File: config.mk
export PLATFORM = sky130hd
export DESIGN_NAME = xpage_seq
export DESIGN_NICKNAME = d
export VERILOG_FILES = /design/src/rtl/xps_pkg.sv /design/src/rtl/xps_seq_ctr.sv /design/src/rtl/xps_addr_mux.sv /design/src/rtl/xps_space_ctl.sv /design/src/rtl/xpage_seq.sv
export SDC_FILE = /design/constraint.sdc
export NUM_CORES = 1
export LEC_CHECK = 0
export ABC_AREA = 0
export ABC_CLOCK_PERIOD_IN_PS = 1400
export CORE_AREA = 3 3 58 60
export DETAILED_ROUTE_END_ITERATION = 16
export DIE_AREA = 0 0 61 63
export GPL_TIMING_DRIVEN = 0
export HOLD_SLACK_MARGIN = 0.08
export PLACE_DENSITY = 0.75
export SYNTH_ARGS = -nofsm -noshare
export SYNTH_HDL_FRONTEND = slang
export SYNTH_SLANG_ARGS = --single-unit
File: constraint.sdc
create_clock -name clk -period 1.4 [get_ports clk]
set_clock_uncertainty 0.15 [all_clocks]
set_input_delay 0.14 -clock clk [delete_from_list [all_inputs] [get_ports clk]]
set_output_delay 0.14 -clock clk [all_outputs]
set_load 0.05 [all_outputs]
File: src/rtl/xps_pkg.sv
// Package: shared widths and encodings for the extended page sequencer.
// Assumes a 24-bit physical data address split into page and offset.
package xps_pkg;

    // Page number width (upper address bits)
    localparam int unsigned PAGE_W = 10;
    // Page offset width (lower address bits)
    localparam int unsigned OFS_W  = 14;
    // Length code width; length = code + 1
    localparam int unsigned LEN_W  = 2;
    // Physical address width
    localparam int unsigned ADDR_W = PAGE_W + OFS_W;

    // Special-function space select encoding
    typedef enum logic {
        SFR_STD = 1'b0,
        SFR_EXT = 1'b1
    } sfr_space_e;

endpackage

File: src/rtl/xps_seq_ctr.sv
// Module: xps_seq_ctr
// Holds the override window counter and the latched page operand.
// Priority at each edge: reset, then high-class trap, then prefix issue,
// then retire. A retire in the issue cycle belongs to the prefix itself
// and is therefore not counted. Assumes at most one retire per cycle.
module xps_seq_ctr #(
    parameter int unsigned LEN_W  = 2,
    parameter int unsigned PAGE_W = 10
) (
    input  logic              clk,
    input  logic              rst_n,
    input  logic              issue,
    input  logic [LEN_W-1:0]  len_code,
    input  logic [PAGE_W-1:0] page_in,
    input  logic              retire,
    input  logic              trap_hi,
    output logic              active,
    output logic [PAGE_W-1:0] page_q
);

    // Counter must hold 2**LEN_W, one bit wider than the code
    localparam int unsigned CNT_W   = LEN_W + 1;
    localparam int unsigned MAX_LEN = 1 << LEN_W;

    logic [CNT_W-1:0] cnt_q;
    logic [CNT_W-1:0] load_val;

    // Length decode: code + 1 in counter width
    always_comb begin
        load_val = {1'b0, len_code} + CNT_W'(1);
    end

    // Window counter with trap > issue > retire priority
    always_ff @(posedge clk) begin
        if (!rst_n) begin
            cnt_q <= '0;
        end else if (trap_hi) begin
            cnt_q <= '0;
        end else if (issue) begin
            cnt_q <= load_val;
        end else if (retire && (cnt_q != '0)) begin
            cnt_q <= cnt_q - CNT_W'(1);
        end
    end

    // Page operand latch, replaced on every accepted issue
    always_ff @(posedge clk) begin
        if (!rst_n) begin
            page_q <= '0;
        end else if (issue && !trap_hi) begin
            page_q <= page_in;
        end
    end

    // Window open while the counter is nonzero
    always_comb begin
        active = (cnt_q != '0);
    end

    AST_LOAD_LEN: assert property (@(posedge clk) disable iff (!rst_n)
        (issue && !trap_hi) |=> (cnt_q == {1'b0, $past(len_code)} + CNT_W'(1)));
    AST_RETIRE_DEC: assert property (@(posedge clk) disable iff (!rst_n)
        (retire && !issue && !trap_hi && cnt_q != '0) |=> (cnt_q == $past(cnt_q) - CNT_W'(1)));
    AST_IDLE_HOLD: assert property (@(posedge clk) disable iff (!rst_n)
        (!retire && !issue && !trap_hi) |=> $stable(cnt_q));
    AST_TRAP_CLEAR: assert property (@(posedge clk) disable iff (!rst_n)
        trap_hi |=> (cnt_q == '0));
    AST_CNT_RANGE: assert property (@(posedge clk) disable iff (!rst_n)
        cnt_q <= CNT_W'(MAX_LEN));
    AST_PAGE_KEEP: assert property (@(posedge clk) disable iff (!rst_n)
        !(issue && !trap_hi) |=> $stable(page_q));

endmodule

File: src/rtl/xps_addr_mux.sv
// Module: xps_addr_mux
// Forms the physical data address. The offset passes through untouched;
// the page number comes from the latched operand while the window is
// open and from the data-page register otherwise. Purely combinational.
module xps_addr_mux #(
    parameter int unsigned PAGE_W = 10,
    parameter int unsigned OFS_W  = 14
) (
    input  logic                     ovr_en,
    input  logic [PAGE_W-1:0]        ovr_page,
    input  logic [PAGE_W-1:0]        dpp_page,
    input  logic [OFS_W-1:0]         log_ofs,
    output logic [PAGE_W+OFS_W-1:0]  paddr
);

    logic [PAGE_W-1:0] page_sel;

    // Page source select
    always_comb begin
        page_sel = ovr_en ? ovr_page : dpp_page;
    end

    // Address assembly: page above offset
    always_comb begin
        paddr = {page_sel, log_ofs};
    end

endmodule

File: src/rtl/xps_space_ctl.sv
// Module: xps_space_ctl
// Derives the special-function space select and the interrupt lock
// from the window state. Assumes both follow the window exactly.
module xps_space_ctl
    import xps_pkg::*;
(
    input  logic       active,
    output sfr_space_e space,
    output logic       irq_lock
);

    // Space steering: extended while the window is open
    always_comb begin
        space = active ? SFR_EXT : SFR_STD;
    end

    // Interrupt and low-class trap lock
    always_comb begin
        irq_lock = active;
    end

endmodule

File: src/rtl/xpage_seq.sv
// Module: xpage_seq (top)
// Extended page addressing override sequencer. Connects the window
// counter, the address mux and the space/lock control. Assumes the
// decoder supplies the prefix operands already extracted and the
// address generator supplies the page offset of each data request.
module xpage_seq
    import xps_pkg::*;
(
    input  logic              clk,
    input  logic              rst_n,
    input  logic              pfx_issue,
    input  logic [PAGE_W-1:0] pfx_page,
    input  logic [LEN_W-1:0]  pfx_len_code,
    input  logic              retire,
    input  logic              trap_hi,
    input  logic [OFS_W-1:0]  log_ofs,
    input  logic [PAGE_W-1:0] dpp_page,
    output logic [ADDR_W-1:0] paddr,
    output logic              sfr_ext,
    output logic              irq_lock
);

    logic              win_active;
    logic [PAGE_W-1:0] win_page;
    sfr_space_e        space_sel;

    xps_seq_ctr #(
        .LEN_W  (LEN_W),
        .PAGE_W (PAGE_W)
    ) u_ctr (
        .clk      (clk),
        .rst_n    (rst_n),
        .issue    (pfx_issue),
        .len_code (pfx_len_code),
        .page_in  (pfx_page),
        .retire   (retire),
        .trap_hi  (trap_hi),
        .active   (win_active),
        .page_q   (win_page)
    );

    xps_addr_mux #(
        .PAGE_W (PAGE_W),
        .OFS_W  (OFS_W)
    ) u_mux (
        .ovr_en   (win_active),
        .ovr_page (win_page),
        .dpp_page (dpp_page),
        .log_ofs  (log_ofs),
        .paddr    (paddr)
    );

    xps_space_ctl u_space (
        .active   (win_active),
        .space    (space_sel),
        .irq_lock (irq_lock)
    );

    // Export the space select as a plain bit
    always_comb begin
        sfr_ext = (space_sel == SFR_EXT);
    end

    AST_OFS_PASS: assert property (@(posedge clk) disable iff (!rst_n)
        paddr[OFS_W-1:0] == log_ofs);
    AST_LOCK_SPACE: assert property (@(posedge clk) disable iff (!rst_n)
        irq_lock == sfr_ext);
    AST_IDLE_PAGE: assert property (@(posedge clk) disable iff (!rst_n)
        !irq_lock |-> (paddr[ADDR_W-1:OFS_W] == dpp_page));
    AST_REISSUE_LOCK: assert property (@(posedge clk) disable iff (!rst_n)
        (irq_lock && pfx_issue && !trap_hi) |=> irq_lock);

endmodule

Word level (Yosys, flattened, before mapping)
Cells that the tools add are included.
- add/sub/neg operators: 2
- mux-type cells: 4
- bitwise gates (word level): 1
- reductions and logical operators: 6
- operators with widths (kind ; count):
    $mux 10 ; 1
    $mux 3 ; 2
    $add 2x1->3 const B ; 1
    $reduce_bool 3->1 ; 1
    $sub 3x1->3 const B ; 1
    $logic_and 1x1->1 ; 2
    $reduce_bool 2->1 ; 1
    $reduce_or 2->1 ; 1
    $logic_not 1->1 ; 1
    $mux 1 ; 1
    $not 1->1 ; 1
- bits in registers: 13
- input port bits: 41
- output and inout bits: 26
- logic and storage cells: 15

Depth between registers and ports, before layout
- depth after elaboration: 4
- depth in mapped cells: 7
- gate-level depth less buffers: 6

Cells and area by module
A second synthesis with hierarchy kept.
- cells, all modules: 96
- area, all modules: 893.4 um2
- by module, submodules not included (module ; times used ; cells each ; area each (um2) ; seq. area each (um2)):
    xps_seq_ctr ; 1 ; 69 ; 611.8 ; 260.2
    xps_addr_mux ; 1 ; 25 ; 266.5 ; 0.0
    xps_space_ctl ; 1 ; 2 ; 15.0 ; 0.0

Worst setup path after synthesis
Ideal clock, no wire load.
- kind: register to output
- from: register u_ctr.cnt_q[0]
- to: output paddr[14]
- arrival time: 1.520 ns
- data required time: 1.110 ns
- path slack: -0.410 ns
- cell stages (with the launch flop): 8
- path buffers: 1
- cells stage by stage: dfxtp_1 inv_1 ha_1 nor2b_4 inv_2 buf_2 nand2_1 nand2_1
- cells in the longest elaborated chain, start to end: 2
- RTL lines (what ; RTL line ; text):
    from (decl) ; xps_seq_ctr.sv:25 ; logic [CNT_W-1:0] cnt_q;
    from (signal assigned) ; xps_seq_ctr.sv:40 ; cnt_q <= load_val;
    from (signal assigned) ; xps_seq_ctr.sv:42 ; cnt_q <= cnt_q - CNT_W'(1);
    $reduce_bool 3->1 ; xps_seq_ctr.sv:57 ; active = (cnt_q != '0);
    net irq_lock ; xpage_seq.sv:20 ; output logic irq_lock
    $mux 10 ; xps_addr_mux.sv:20 ; page_sel = ovr_en ? ovr_page : dpp_page;
    to (decl) ; xpage_seq.sv:18 ; output logic [ADDR_W-1:0] paddr,
The timed path passes the listed nets, and every way through them passes these cells.

Worst setup path after layout
- from: register u_ctr.cnt_q[1]
- to: output sfr_ext
- cells in the longest elaborated chain, start to end: 2
- RTL lines (what ; RTL line ; text):
    $reduce_bool 3->1 ; xps_seq_ctr.sv:57 ;
    $mux 1 ; xps_space_ctl.sv:14 ; space = active ? SFR_EXT : SFR_STD;
    to (decl) ; xpage_seq.sv:19 ; output logic sfr_ext,
No other way between the ends.

==> results.yml <==
cts:
  clkLatencyLatePin_ns: 0.27
  clk_pin_slew_ns: 0.08
  cts_sinks: 13
  cts_htree_levels: 1
  hold_buffers: 0
  cts_tree: "done"
  clockRootBuffer: "clkbuf_4"
  clockBufferDepth: 2
  cts_buffers: 3
synth:
  synth_seq_cells: 13
  synth_commonest_cells: "nand2_1 (51), buf_4 (16), dfxtp_1 (13)"
  synth_area_leaders: "dfxtp_1 (32%), nand2_1 (23%), buf_4 (15%), a21boi_0 (9.1%), ha_1 (4.6%)"
  synth_edf_count: 0
  synth_top_cell_by_area: "dfxtp_1"
  ys_types: 21
  syn_area_um2: 825
  yosysMostFrequentCell: "nand2_1"
  syn_avg_cell_area_um2: 7.11
  yosys_warnings: 0
  ys_seq_area_share_pct: 31.6
  netlist.area_leader.share_pct: 31.6
  synth_nets: 160
  async_flop_share_pct: 0
  syn_inst: 116
  synthFlopType: "dfxtp_1"
sta:
  worst_slew_pin_slew_ns: 0.498
  fin_crit_ns: 1.76
  rsz0062_at_grt: "true"
  setup_viol: 14
  timing.final.crit_share_pct: 125
  finalSetupTns_ns: -4.38
  setup_ws_ns: -0.357
  slew_headroom_pct: 66.7
  max_freq_mhz: 569
  finalHoldViolCount: 0
  drv_slew: 0
die:
  dieWidth_um: 61
  die-area_um2: 3840
  ios: 67
  start_util_pct: 27.7
  rows: 20
  die_h_um: 63
  core_area_um2: 2980
layout:
  final_cells: 210
  finalNetCount: 222
  drive_gt1_share_pct: 37.9
  fill_cells: 294
  multi_input_area_um2: 567
  regArea_um2: 262
  design_area_um2: 1650
  area_growth_pct: 99.8
  diodes: 0
status:
  status: "finished with violations"
  failed_checks: "setup timing"
grt:
  met2_usage_pct: 22.7
  use_met1_pct: 15.5
  antenna_found_initial: 0
  grt_max_degree: 12
  gr-usage-met3_pct: 4.34
  grt_pass1_vias: 912
  grt_usage_pct: 13.4
  grt_pass1_wl_um: 3950
  grt-busiest-layer: "met2"
  overflow: 0
critical_path:
  critical_path_class: "flip-flop to primary output"
  crit_required_ns: 1.11
  start_kind: "flip-flop"
  cp_max_fo: 11
  cp.arrival_ns: 1.47
  end_kind: "primary output"
pwr:
  peakVddDrop_v: 0.000276
  power_density_nw_per_um2: 799
  p_leak_nw: 0.705
route:
  drc: 0
  drt_iter0_markers: 18
  wl_um: 2440
  ant_nets: 0
  vias: 933
  drt_first_pass_iters: 4
  vias_per_cell: 4.44
  drt-wirelength-per-cell_um: 11.6
hold_path:
  hp-class: "primary input to flip-flop"
placed_design:
  detailed_place_hpwl_um: 1860
  dp_cells: 201
  gp_congestion: 0.710
  portBuffers: 52
  placed_area_um2: 1530
job:
  maxCapViolations: 0
-- sequential cells by signal, summed over array words and instances, names as in the netlist --
name / cells
u_ctr.cnt_q: 3
u_ctr.page_q: 10
-- logic make-up after synthesis --
group / Yosys count / synth area share [%]
and+or+nand+nor: 59 / 29.7
buffers and inverters: 23 / 18.2
AOI/OAI and AO/OA: 18 / 15.9
DFF: 13 / 31.6
adders and majority gates: 3 / 4.55
-- what timing repair did --
action	4_1_cts	5_1_grt
pin swaps	2	2
hold endpoints to repair	0	0
buffers inserted	4	1
endpoints found under the setup margin	14	15
gates cloned	1	0
gates resized for setup	95	2
-- layout by cell type, fill, tap and decap left out --
master	netlist	routed
a21boi_0	10	9
a21boi_1	1	2
a21oi_1	3	3
a311o_1	1	1
a311oi_1	1	1
and3_4	0	1
buf_12	0	1
buf_2	3	2
buf_4	16	20
buf_6	0	11
buf_8	0	2
clkbuf_1	1	2
clkbuf_4	0	3
clkdlybuf4s50_1	0	40
dfxtp_1	13	12
dfxtp_2	0	1
ha_1	3	2
ha_4	0	1
inv_2	1	2
inv_4	0	1
nand2_1	51	30
nand2_2	0	8
nand2_4	0	11
nand2_8	0	2
nand2b_1	2	2
nor2_1	1	1
nor2b_1	2	2
nor2b_4	1	1
nor3_1	1	1
o22ai_1	1	1
o31a_1	1	1
-- layer usage --
metal  part of all wire [%]  vias up
met3                    9.6        2
met5                      0        -
met2                     50       44
li1                       -      479
met4                   0.45        0
met1                     40      408
-- where the power goes --
| group | total (W) | internal (W) | switching, W |
|---|---|---|---|
| Clock | 0.000225 | 0.000110 | 0.000115 |
| Sequential | 0.000400 | 0.000387 | 0.0000127 |
| Combinational | 0.000693 | 0.000309 | 0.000384 |
| Total | 0.00132 | 0.000806 | 0.000511 |
-- worst paths after layout --
kind	from	cells past startpoint	endpoint	slack (ns)
max	u_ctr.cnt_q[1]	7	sfr_ext	-0.36
min	pfx_page[6]	3	u_ctr.page_q[6]	0.27
max reg2reg	u_ctr.cnt_q[1]	7	u_ctr.cnt_q[0]	-0.17
min reg2reg	u_ctr.page_q[3]	2	u_ctr.page_q[3]	0.33
-- worst max-delay path, stage by stage (launching register included) --
cell     delay, ns
dfxtp_2       0.33
inv_2         0.07
ha_4          0.12
nor2b_4       0.19
inv_4         0.06
buf_12        0.15
buf_4         0.13
buf_6         0.14
-- final cells by class --
type                            count  area share [%]
Buffer                             20            9.72
Clock buffer                        4            1.59
Inverter                            3           0.835
Multi-Input combinational cell     80            34.4
Sequential cell                    13            15.9
Tap cell                           33            2.51
Timing Repair Buffer               57            35.1
-- per-stage QoR --
stage                     worst slack [ns]  util, %  power, W  hold slack, ns
after floorplan                    -0.0373        -  0.000830           0.125
after global placement              -0.831     51.4   0.00103           0.302
after detailed placement            -0.871     51.4   0.00104           0.316
after CTS                           -0.383     55.2   0.00134           0.265
after global routing                -0.439     55.3   0.00139           0.283
final                               -0.357     55.3   0.00132           0.273
(Power assumes the default switching activity.)
